`config.mk`:
```
export PLATFORM = sky130hd
export DESIGN_NAME = dram_dll_seq
export DESIGN_NICKNAME = d
export VERILOG_FILES = /design/src/rtl/dram_dll_seq_pkg.sv /design/src/rtl/dram_mode_word.sv /design/src/rtl/dram_seq_timer.sv /design/src/rtl/dram_rd_gate.sv /design/src/rtl/dram_dll_seq.sv
export SDC_FILE = /design/constraint.sdc
export NUM_CORES = 1
export LEC_CHECK = 0
export ABC_AREA = 1
export BUFFER_PORTS_ARGS = -buffer_cell sky130_fd_sc_hd__buf_2
export CORE_UTILIZATION = 47
export DETAILED_ROUTE_END_ITERATION = 8
export PLACE_DENSITY = 0.7
export SLEW_MARGIN = 10
export SYNTH_ARGS = -nofsm -noshare
export SYNTH_HDL_FRONTEND = slang
export SYNTH_HIERARCHICAL = 1
export SYNTH_SLANG_ARGS = --single-unit
```
`constraint.sdc`:
```
create_clock -name clk -period 2.1 [get_ports clk]
set_clock_uncertainty 0.05 [all_clocks]
set_input_delay 0.105 -clock clk [delete_from_list [all_inputs] [get_ports clk]]
set_output_delay 0.105 -clock clk [all_outputs]
set_load 0.02 [all_outputs]
```
`src/rtl/dram_dll_seq_pkg.sv`:
```
package dram_dll_seq_pkg;

    // Positions the device decodes inside the mode word.
    localparam int unsigned POS_MUX  = 5;
    localparam int unsigned POS_DLL  = 7;
    localparam int unsigned POS_ZSRC = 8;
    localparam int unsigned POS_ODT  = 9;

    typedef struct packed {
        logic mux;
        logic zsrc;
        logic odt;
    } mode_opts_t;

    typedef enum logic [2:0] {
        ST_IDLE,
        ST_CLR,
        ST_GAP,
        ST_SET,
        ST_LOCK,
        ST_RUN
    } seq_state_t;

    // Value of one mode word bit for a given option set and DLL control.
    function automatic logic mode_bit(input int unsigned pos,
                                      input mode_opts_t opts,
                                      input logic dll_on);
        logic b;
        case (pos)
            POS_MUX:  b = opts.mux;
            POS_DLL:  b = dll_on;
            POS_ZSRC: b = opts.zsrc;
            POS_ODT:  b = opts.odt;
            default:  b = 1'b0;
        endcase
        return b;
    endfunction

endpackage

```
`src/rtl/dram_mode_word.sv`:
```
module dram_mode_word
    import dram_dll_seq_pkg::*;
#(
    parameter int unsigned MODE_W = 18
) (
    input  logic              strobe_i,
    input  logic              dll_on_i,
    input  mode_opts_t        opts_i,
    output logic [MODE_W-1:0] word_o
);

    // Each bit is qualified by the strobe so the word is quiet between commands.
    for (genvar i = 0; i < MODE_W; i++) begin : g_bit
        assign word_o[i] = strobe_i & mode_bit(i, opts_i, dll_on_i);
    end

endmodule

```
`src/rtl/dram_seq_timer.sv`:
```
module dram_seq_timer #(
    parameter int unsigned CNT_W = 11
) (
    input  logic             clk,
    input  logic             rst,
    input  logic             load_i,
    input  logic [CNT_W-1:0] val_i,
    output logic             last_o
);

    logic [CNT_W-1:0] cnt_q;

    always_ff @(posedge clk) begin
        if (rst) begin
            cnt_q <= '0;
        end else if (load_i) begin
            cnt_q <= val_i;
        end else if (cnt_q != '0) begin
            cnt_q <= cnt_q - 1'b1;
        end
    end

    // Final cycle of the window: the owner moves on at the next edge.
    assign last_o = (cnt_q == CNT_W'(1));

endmodule

```
`src/rtl/dram_rd_gate.sv`:
```
module dram_rd_gate #(
    parameter int unsigned PEND_W = 4
) (
    input  logic clk,
    input  logic rst,
    input  logic permit_i,
    input  logic req_i,
    output logic go_o
);

    logic [PEND_W-1:0] pend_q;

    assign go_o = permit_i && (req_i || (pend_q != '0));

    always_ff @(posedge clk) begin
        if (rst) begin
            pend_q <= '0;
        end else begin
            case ({req_i, go_o})
                2'b10:   pend_q <= pend_q + 1'b1;
                2'b01:   pend_q <= pend_q - 1'b1;
                default: pend_q <= pend_q;
            endcase
        end
    end

    // a request that must be held never finds the counter full.
    p_no_overflow_r7: assert property (@(posedge clk) disable iff (rst)
        (req_i && !go_o) |-> (pend_q != '1));

endmodule

```
`src/rtl/dram_dll_seq.sv`:
```
module dram_dll_seq
    import dram_dll_seq_pkg::*;
#(
    parameter int unsigned MODE_W   = 18,
    parameter int unsigned MRSC     = 4,
    parameter int unsigned LOCK_CYC = 1024,
    parameter int unsigned PEND_W   = 4
) (
    input  logic              clk,
    input  logic              rst,
    input  logic              start_i,
    input  logic              cfg_mux_i,
    input  logic              cfg_extz_i,
    input  logic              cfg_odt_i,
    input  logic              rd_req_i,
    output logic              mrs_o,
    output logic [MODE_W-1:0] mode_o,
    output logic              rd_permit_o,
    output logic              rd_go_o
);

    localparam int unsigned SPAN  = (MRSC > LOCK_CYC) ? MRSC : LOCK_CYC;
    localparam int unsigned CNT_W = $clog2(SPAN + 1);
    localparam logic [CNT_W-1:0] GAP_LOAD  = CNT_W'(MRSC - 1);
    localparam logic [CNT_W-1:0] LOCK_LOAD = CNT_W'(LOCK_CYC - 1);
    localparam logic [CNT_W-1:0] GAP_MIN   = CNT_W'(MRSC);
    localparam logic [CNT_W-1:0] LOCK_MIN  = CNT_W'(LOCK_CYC);

    seq_state_t       state_q, state_d;
    logic             tmr_load;
    logic [CNT_W-1:0] tmr_val;
    logic             tmr_last;
    logic             dll_on;
    mode_opts_t       opts;

    // Sequencing: a start request overrides every state.
    always_comb begin
        state_d = state_q;
        if (start_i) begin
            state_d = ST_CLR;
        end else begin
            case (state_q)
                ST_IDLE: state_d = ST_IDLE;
                ST_CLR:  state_d = ST_GAP;
                ST_GAP:  if (tmr_last) state_d = ST_SET;
                ST_SET:  state_d = ST_LOCK;
                ST_LOCK: if (tmr_last) state_d = ST_RUN;
                ST_RUN:  state_d = ST_RUN;
                default: state_d = ST_IDLE;
            endcase
        end
    end

    always_ff @(posedge clk) begin
        if (rst) begin
            state_q <= ST_IDLE;
        end else begin
            state_q <= state_d;
        end
    end

    assign tmr_load    = (state_q == ST_CLR) || (state_q == ST_SET);
    assign tmr_val     = (state_q == ST_CLR) ? GAP_LOAD : LOCK_LOAD;
    assign mrs_o       = tmr_load;
    assign dll_on      = (state_q == ST_SET);
    assign rd_permit_o = (state_q == ST_RUN);

    assign opts.mux  = cfg_mux_i;
    assign opts.zsrc = cfg_extz_i;
    assign opts.odt  = cfg_odt_i;

    dram_seq_timer #(
        .CNT_W (CNT_W)
    ) timer_i (
        .clk    (clk),
        .rst    (rst),
        .load_i (tmr_load),
        .val_i  (tmr_val),
        .last_o (tmr_last)
    );

    dram_mode_word #(
        .MODE_W (MODE_W)
    ) word_i (
        .strobe_i (mrs_o),
        .dll_on_i (dll_on),
        .opts_i   (opts),
        .word_o   (mode_o)
    );

    dram_rd_gate #(
        .PEND_W (PEND_W)
    ) gate_i (
        .clk      (clk),
        .rst      (rst),
        .permit_i (rd_permit_o),
        .req_i    (rd_req_i),
        .go_o     (rd_go_o)
    );

    // Checking windows measured at the ports, independent of the FSM timer.
    logic [CNT_W-1:0] gap_seen_q;
    logic [CNT_W-1:0] lock_seen_q;

    always_ff @(posedge clk) begin
        if (rst) begin
            gap_seen_q  <= '0;
            lock_seen_q <= '0;
        end else begin
            if (mrs_o && !mode_o[POS_DLL]) begin
                gap_seen_q <= CNT_W'(1);
            end else if (gap_seen_q != '0 && gap_seen_q < GAP_MIN) begin
                gap_seen_q <= gap_seen_q + 1'b1;
            end
            if (mrs_o && !mode_o[POS_DLL]) begin
                lock_seen_q <= '0;
            end else if (mrs_o && mode_o[POS_DLL]) begin
                lock_seen_q <= CNT_W'(1);
            end else if (lock_seen_q != '0 && lock_seen_q < LOCK_MIN) begin
                lock_seen_q <= lock_seen_q + 1'b1;
            end
        end
    end

    p_mrs_spacing_r3: assert property (@(posedge clk) disable iff (rst)
        (mrs_o && mode_o[POS_DLL]) |-> (gap_seen_q >= GAP_MIN));

    p_single_strobe_r3: assert property (@(posedge clk) disable iff (rst)
        (mrs_o && !start_i) |=> !mrs_o);

    p_lock_wait_r4: assert property (@(posedge clk) disable iff (rst)
        rd_permit_o |-> (lock_seen_q >= LOCK_MIN));

    p_restart_r8: assert property (@(posedge clk) disable iff (rst)
        start_i |=> (mrs_o && !mode_o[POS_DLL] && !rd_permit_o));

    p_run_steady_r10: assert property (@(posedge clk) disable iff (rst)
        (rd_permit_o && !start_i) |=> (rd_permit_o && !mrs_o));

endmodule

```
# Word level (Yosys, flattened, before mapping)
# Index checks and enable logic that the tools add are counted.
# Widths: inputs -> output; s select.
# classes
add_sub_neg	3
eq_ne	12
muxes	8
bitwise_logic	4
n_reduce_logical	10
# op_table
operator	n
$mux 11	2
$pmux 3 s5	1
$eq 11x1->1 const B	1
$reduce_bool 11->1	1
$sub 11x1->11 const B	1
$mux 10	1
$pmux 4 s2	1
$eq 3x2->1 const B	2
$eq 3x3->1 const B	2
$mux 3	2
$ne 3x2->1 const B	2
$add 4x1->4 const B	1
$and 1x1->1	4
$ne 2x1->1 const B	2
$reduce_and 2->1	2
$reduce_bool 2->1	2
$reduce_bool 4->1	1
$sub 4x1->4 const B	1
$eq 3x1->1 const B	1
$eq 2x1->1 const B	1
$eq 2x2->1 const B	1
$logic_or 1x1->1	2
$reduce_or 2->1	1
$logic_and 1x1->1	1
$mux 1	1
# totals
register_bits	18
inputBits	7
output_inout_bits	21
wordCells	41

# Logic depth before layout (Yosys ltp)
# logic_depth
word_depth	5
ltp_mapped	15
depth_no_buf	15

# Cells and area by module
# Netlist, hierarchy kept.
# by_module_without_submodules
module	instances	cells_per_inst	area_each_um2	seq_area_each_um2
dram_seq_timer	1	127	788.3	220.2
dram_rd_gate	1	45	307.8	80.1
dram_dll_seq	1	27	161.4	60.1
dram_mode_word	1	23	138.9	0.0

# Worst setup path after synthesis
# Ideal clock, no wire load.
# synth_timing
path_kind	register -> register
startpoint	reg state_q[1]
endpoint	reg gate_i.pend_q[2]
setup_time_ns	0.115
t_arrival_ns	2.098
required_ns	1.935
path_slack_ns	-0.163
stages_incl_launch_ff	15
path_buffers	0
period_less_slack_ns	2.263
path_cell_list	dfxtp_1 > inv_2 > nand2_1 > nor2_1 > o21ai_0 > inv_1 > ha_1 > nand2_1 > inv_2 > nor2_4 > ha_1 > a21oi_1 > xnor2_1 > o21ai_0 > inv_1
# synth_via
elab_chain_cells	4
elab_cells_between_ends	6
cone_classes	eq/ne: 3; mux: 1; reduce/logical: 2
# synth_rtl
item	line	rtl
from (decl)	dram_dll_seq.sv:29	seq_state_t state_q, state_d;
from (signal assigned)	dram_dll_seq.sv:58	state_q <= state_d;
$eq 3x3->1 (*)	dram_dll_seq.sv:66	assign rd_permit_o = (state_q == ST_RUN);
named net rd_permit_o	dram_dll_seq.sv:18	output logic rd_permit_o,
$logic_and 1x1->1 (*)	dram_rd_gate.sv:13	assign go_o = permit_i && (req_i || (pend_q != '0));
named net rd_go_o	dram_dll_seq.sv:19	output logic rd_go_o
$eq 2x1->1 or $eq 2x2->1 (tied branches)	dram_rd_gate.sv:19	case ({req_i, go_o})
$pmux 4 s2 or $reduce_bool 2->1 (tied branches)	--	
to (signal assigned)	dram_rd_gate.sv:20	2'b10: pend_q <= pend_q + 1'b1;
to (signal assigned)	dram_rd_gate.sv:21	2'b01: pend_q <= pend_q - 1'b1;
to (signal assigned)	dram_rd_gate.sv:22	default: pend_q <= pend_q;
to (decl)	dram_rd_gate.sv:11	logic [PEND_W-1:0] pend_q;
# Mark *: on every way through the listed nets, which the timed path passes. The rest lies on a longest branch.
# A chain may end at the register's enable or synchronous reset.

# Worst setup path after layout
# layout_timing
startpoint	reg state_q[1]
endpoint	reg gate_i.pend_q[2]
# layout_via
elab_chain_cells	4
elab_cells_between_ends	6
cone_classes	eq/ne: 3; mux: 1; reduce/logical: 2
# layout_rtl
item	line
$eq 3x3->1 (*)	dram_dll_seq.sv:66
$logic_and 1x1->1 (*)	dram_rd_gate.sv:13
$eq 2x1->1 or $eq 2x2->1 (tied branches)	dram_rd_gate.sv:19
$pmux 4 s2 or $reduce_bool 2->1 (tied branches)	--
# Mark *: on every way between the ends. The rest lies on a longest branch, timed or not.

==> metrics.md <==
| Metric | Value |
|---|---|
| Worst R2R End | `gate_i/pend_q[2]` |
| Clk sinks | `18` |
| Worst reg2reg path depth | `14` |
| Clock buffer count from CTS | `3` |
| First-pass GRT wire length | `~4.3 mm` |
| Buf/Inv on CP | `4` |
| Worst-skew pair later-pin latency | `0.30 ns` |
| Hold_sp | `start_i` |
| Most common cell in the synthesized netlist | `nand2_1` |
| Layout area overhead | `6.452%` |
| Synth Flop Type | `dfxtp_1` |
| Fin util | `53.44%` |
| Final count of hold timing violations | `0` |
| Final TNS setup | `0 ns` |
| IO Pins | `28` |
| Drt total wl | `2.599 mm` |
| Hold/Removal Path Class | `in2reg` |
| Cell accounting for the most synthesized area | `dfxtp_1` |
| Antenna viol nets, final | `0` |
| Routed vias | `1246` |
| Yosys cell types | `26` |
| Synthesized cell area | `1396 um2` |
| Synth top cells by count | `nand2_1 (48), inv_1 (34), nor2_1 (27)` |
| Vias in the first global route | `1009` |
| Initial antenna violation count | `0` |
| Post-synthesis sequential area ratio | `25.81%` |
| Ys Warns | `6` |
| Die H | `56.51 um` |
| H-tree Lvls | `1` |
| Gr ovfl total | `0` |
| Critical Path Sink Type | `flip-flop` |
| Area after DPL | `1458 um2` |
| Tot Pwr | `1.192 mW` |
| CP Max Fanout | `4` |
| Mean Syn Cell Area | `6.290 um2` |
| Setup Viol. Count Final | `0` |
| Final Cell Area | `1486 um2` |
| Clk buf depth | `2` |
| Pre-antenna DRT Iters | `4` |
| Syn Inst Count | `about 220` |
| CTS Hold Bufs | `0` |
| Post-CTS Setup Inserts | `0` |
| Number of synthesized flops with an enable pin | `0` |
| Fmax | `518.0 MHz` |
| Clock Root Buffer | `clkbuf_4` |
| Row count | `19` |
| Number of remaining DRC errors | `0` |
| Max-slew violations | `0` |
| Width of the die | `about 57 um` |
| 1st-iter DRT viols | `52` |
| Tmin final | `~1.9 ns` |
| Critical path's top delay family | `adder cells` |
| Crit path kind | `reg2reg` |
| Routed len/inst | `between 9 and 10 um` |
| Yosys reg bits | `18` |
| Worst VDD drop | `0.5903 mV` |
| Post-CTS resize count | `0` |
| Max Cap Violations | `0` |
| CTS tree | `yes` |
| CP Cell Sequence | `inv_2 -> nand2_1 -> nor2_4 -> o21ai_0 -> inv_1 -> ha_2 -> nand2_1 -> inv_2 -> nor2_4 -> ha_1 -> a21oi_2 -> xnor2_1 -> o21ai_0 -> inv_1` |
| Fillers | `295` |
| FFs w/ async S/R, synth | `0%` |
| Gpl congestion | `0.7804` |
| Share of cells above drive strength 1 | `18.91%` |
| PD cells | `801.6 nW/um2` |
| LEAKAGE | `0.8234 nW` |
| Hpwl dp | `~2 mm` |
| IO buf count | `13` |
| Fin nets | `252` |
| Worst Path Arrival | `2.09 ns` |
| WHS Endpoint | `state_q[1]` |
| Die area | `3193 um2` |
| Pin count of the biggest net entering global routing | `16` |
| Final period utilization | `91.93%` |
| Reg clk slew, reported paths | `0.10 ns` |
| Vias per cell | `4.632` |
| Fin Hold WS | `0.04194 ns` |
| Status | `complete, no violations` |
| CP Launch Type | `flip-flop` |
| Crit-path max cell delay | `0.35 ns` |
| Crit path max-delay cell type | `dfxtp_1` |
| Worst EP required | `2.26 ns` |
| Core area | `~2800 um2` |
| Register area | `360.3 um2` |
| RSZ-0062 raised after global routing | `no` |
| GRT Util Overall | `17.45%` |
| Area share of the leading cell type in the synthesized netlist | `about 26%` |
| Cells on Worst Hold Path | `3` |
| R2r setup slk | `roughly 0.17 ns` |
| N_diodes | `0` |
| Multi-input logic area | `830.8 um2` |
| Initial Util | `50.20%` |
| Ranking of synthesized cells by area | `dfxtp_1 (26%), nand2_1 (13%), inv_1 (9.1%)` |
| Reg2reg start | `state_q[1]` |
registers in the layout, indices dropped and copies added, names as in the netlist:
name and cells:
gate_i/pend_q 4, state_q 3, timer_i/cnt_q 11
layout by cell type (no fill, tap or decap), types with 3 or more instances in the layout:
| cell type | synthesis | routed |
|---|---|---|
| conb_1 | 3 | 17 |
| ha_1 | 5 | 4 |
| nand2_1 | 48 | 48 |
| nor2_1 | 27 | 26 |
| inv_2 | 7 | 7 |
| inv_1 | 34 | 34 |
| o21ai_0 | 7 | 7 |
| nand4_1 | 3 | 3 |
| nand3_1 | 15 | 15 |
| a21oi_1 | 14 | 13 |
| dfxtp_1 | 18 | 18 |
| buf_2 | 1 | 13 |
| nor2_4 | 4 | 5 |
| nor2_2 | 5 | 5 |
| clkbuf_4 | 0 | 3 |
power by group:
part / switching, mW / internal (mW)
clock network: 0.112 / 0.0671
logic: 0.356 / 0.197
registers: 0.0594 / 0.400
kinds of logic after synthesis:
kind of cell | count (synthesis) | share of synthesized area, %
AOI/OAI and AO/OA | 26 | 10.13
xor gates and xnor gates | 2 | 1.255
adders and majority gates | 5 | 4.480
buffers and inverters | 57 | 19.44
DFF | 18 | 25.81
other | 3 | 0.8064
and+or+nand+nor | 111 | 38.08
worst register-to-register path, delay by kind of cell (launching register included):
family                     cells  cell delay [ns]
adders and majority gates      2             0.41
AOI/OAI and AO/OA              3             0.33
xor gates and xnor gates       1             0.08
and+or+nand+nor                4             0.31
DFF                            1             0.35
buffers and inverters          4             0.30
metrics by stage:
stage	instances	worst slack, ns
after floorplan	236	0.01920
after global placement	266	0.2265
after detailed placement	266	0.1435
after CTS	269	0.1303
after global routing	269	0.01368
final	269	0.1694
area by class of cell:
class / count / share of cell area, %
multi-input cells: 161 / 55.89
flip-flops and latches: 18 / 24.24
inverters: 41 / 10.35
repair buffers: 15 / 5.387
well taps: 31 / 2.609
clock buffers: 3 / 1.515
worst max path at each step:
| stage | to | slack (ns) | startpoint | cells past startpoint |
|---|---|---|---|---|
| after floorplan | gate_i/pend_q[2] | 0.02 | state_q[1] | 14 |
| after global placement | gate_i/pend_q[2] | 0.23 | state_q[1] | 14 |
| after detailed placement | gate_i/pend_q[2] | 0.14 | state_q[1] | 14 |
| after CTS | gate_i/pend_q[2] | 0.13 | state_q[1] | 14 |
| after global routing | gate_i/pend_q[2] | 0.01 | state_q[1] | 14 |
| final | gate_i/pend_q[2] | 0.17 | state_q[1] | 14 |
layer usage:
metal	wire, um	global-route usage, %	up-vias
li1	-	-	684
met1	1270	21.75	539
met2	1186	28.07	18
met3	98	4.839	5
met4	44	7.317	0
met5	0	0	-
Note: power is estimated with default switching activity, not from simulation.
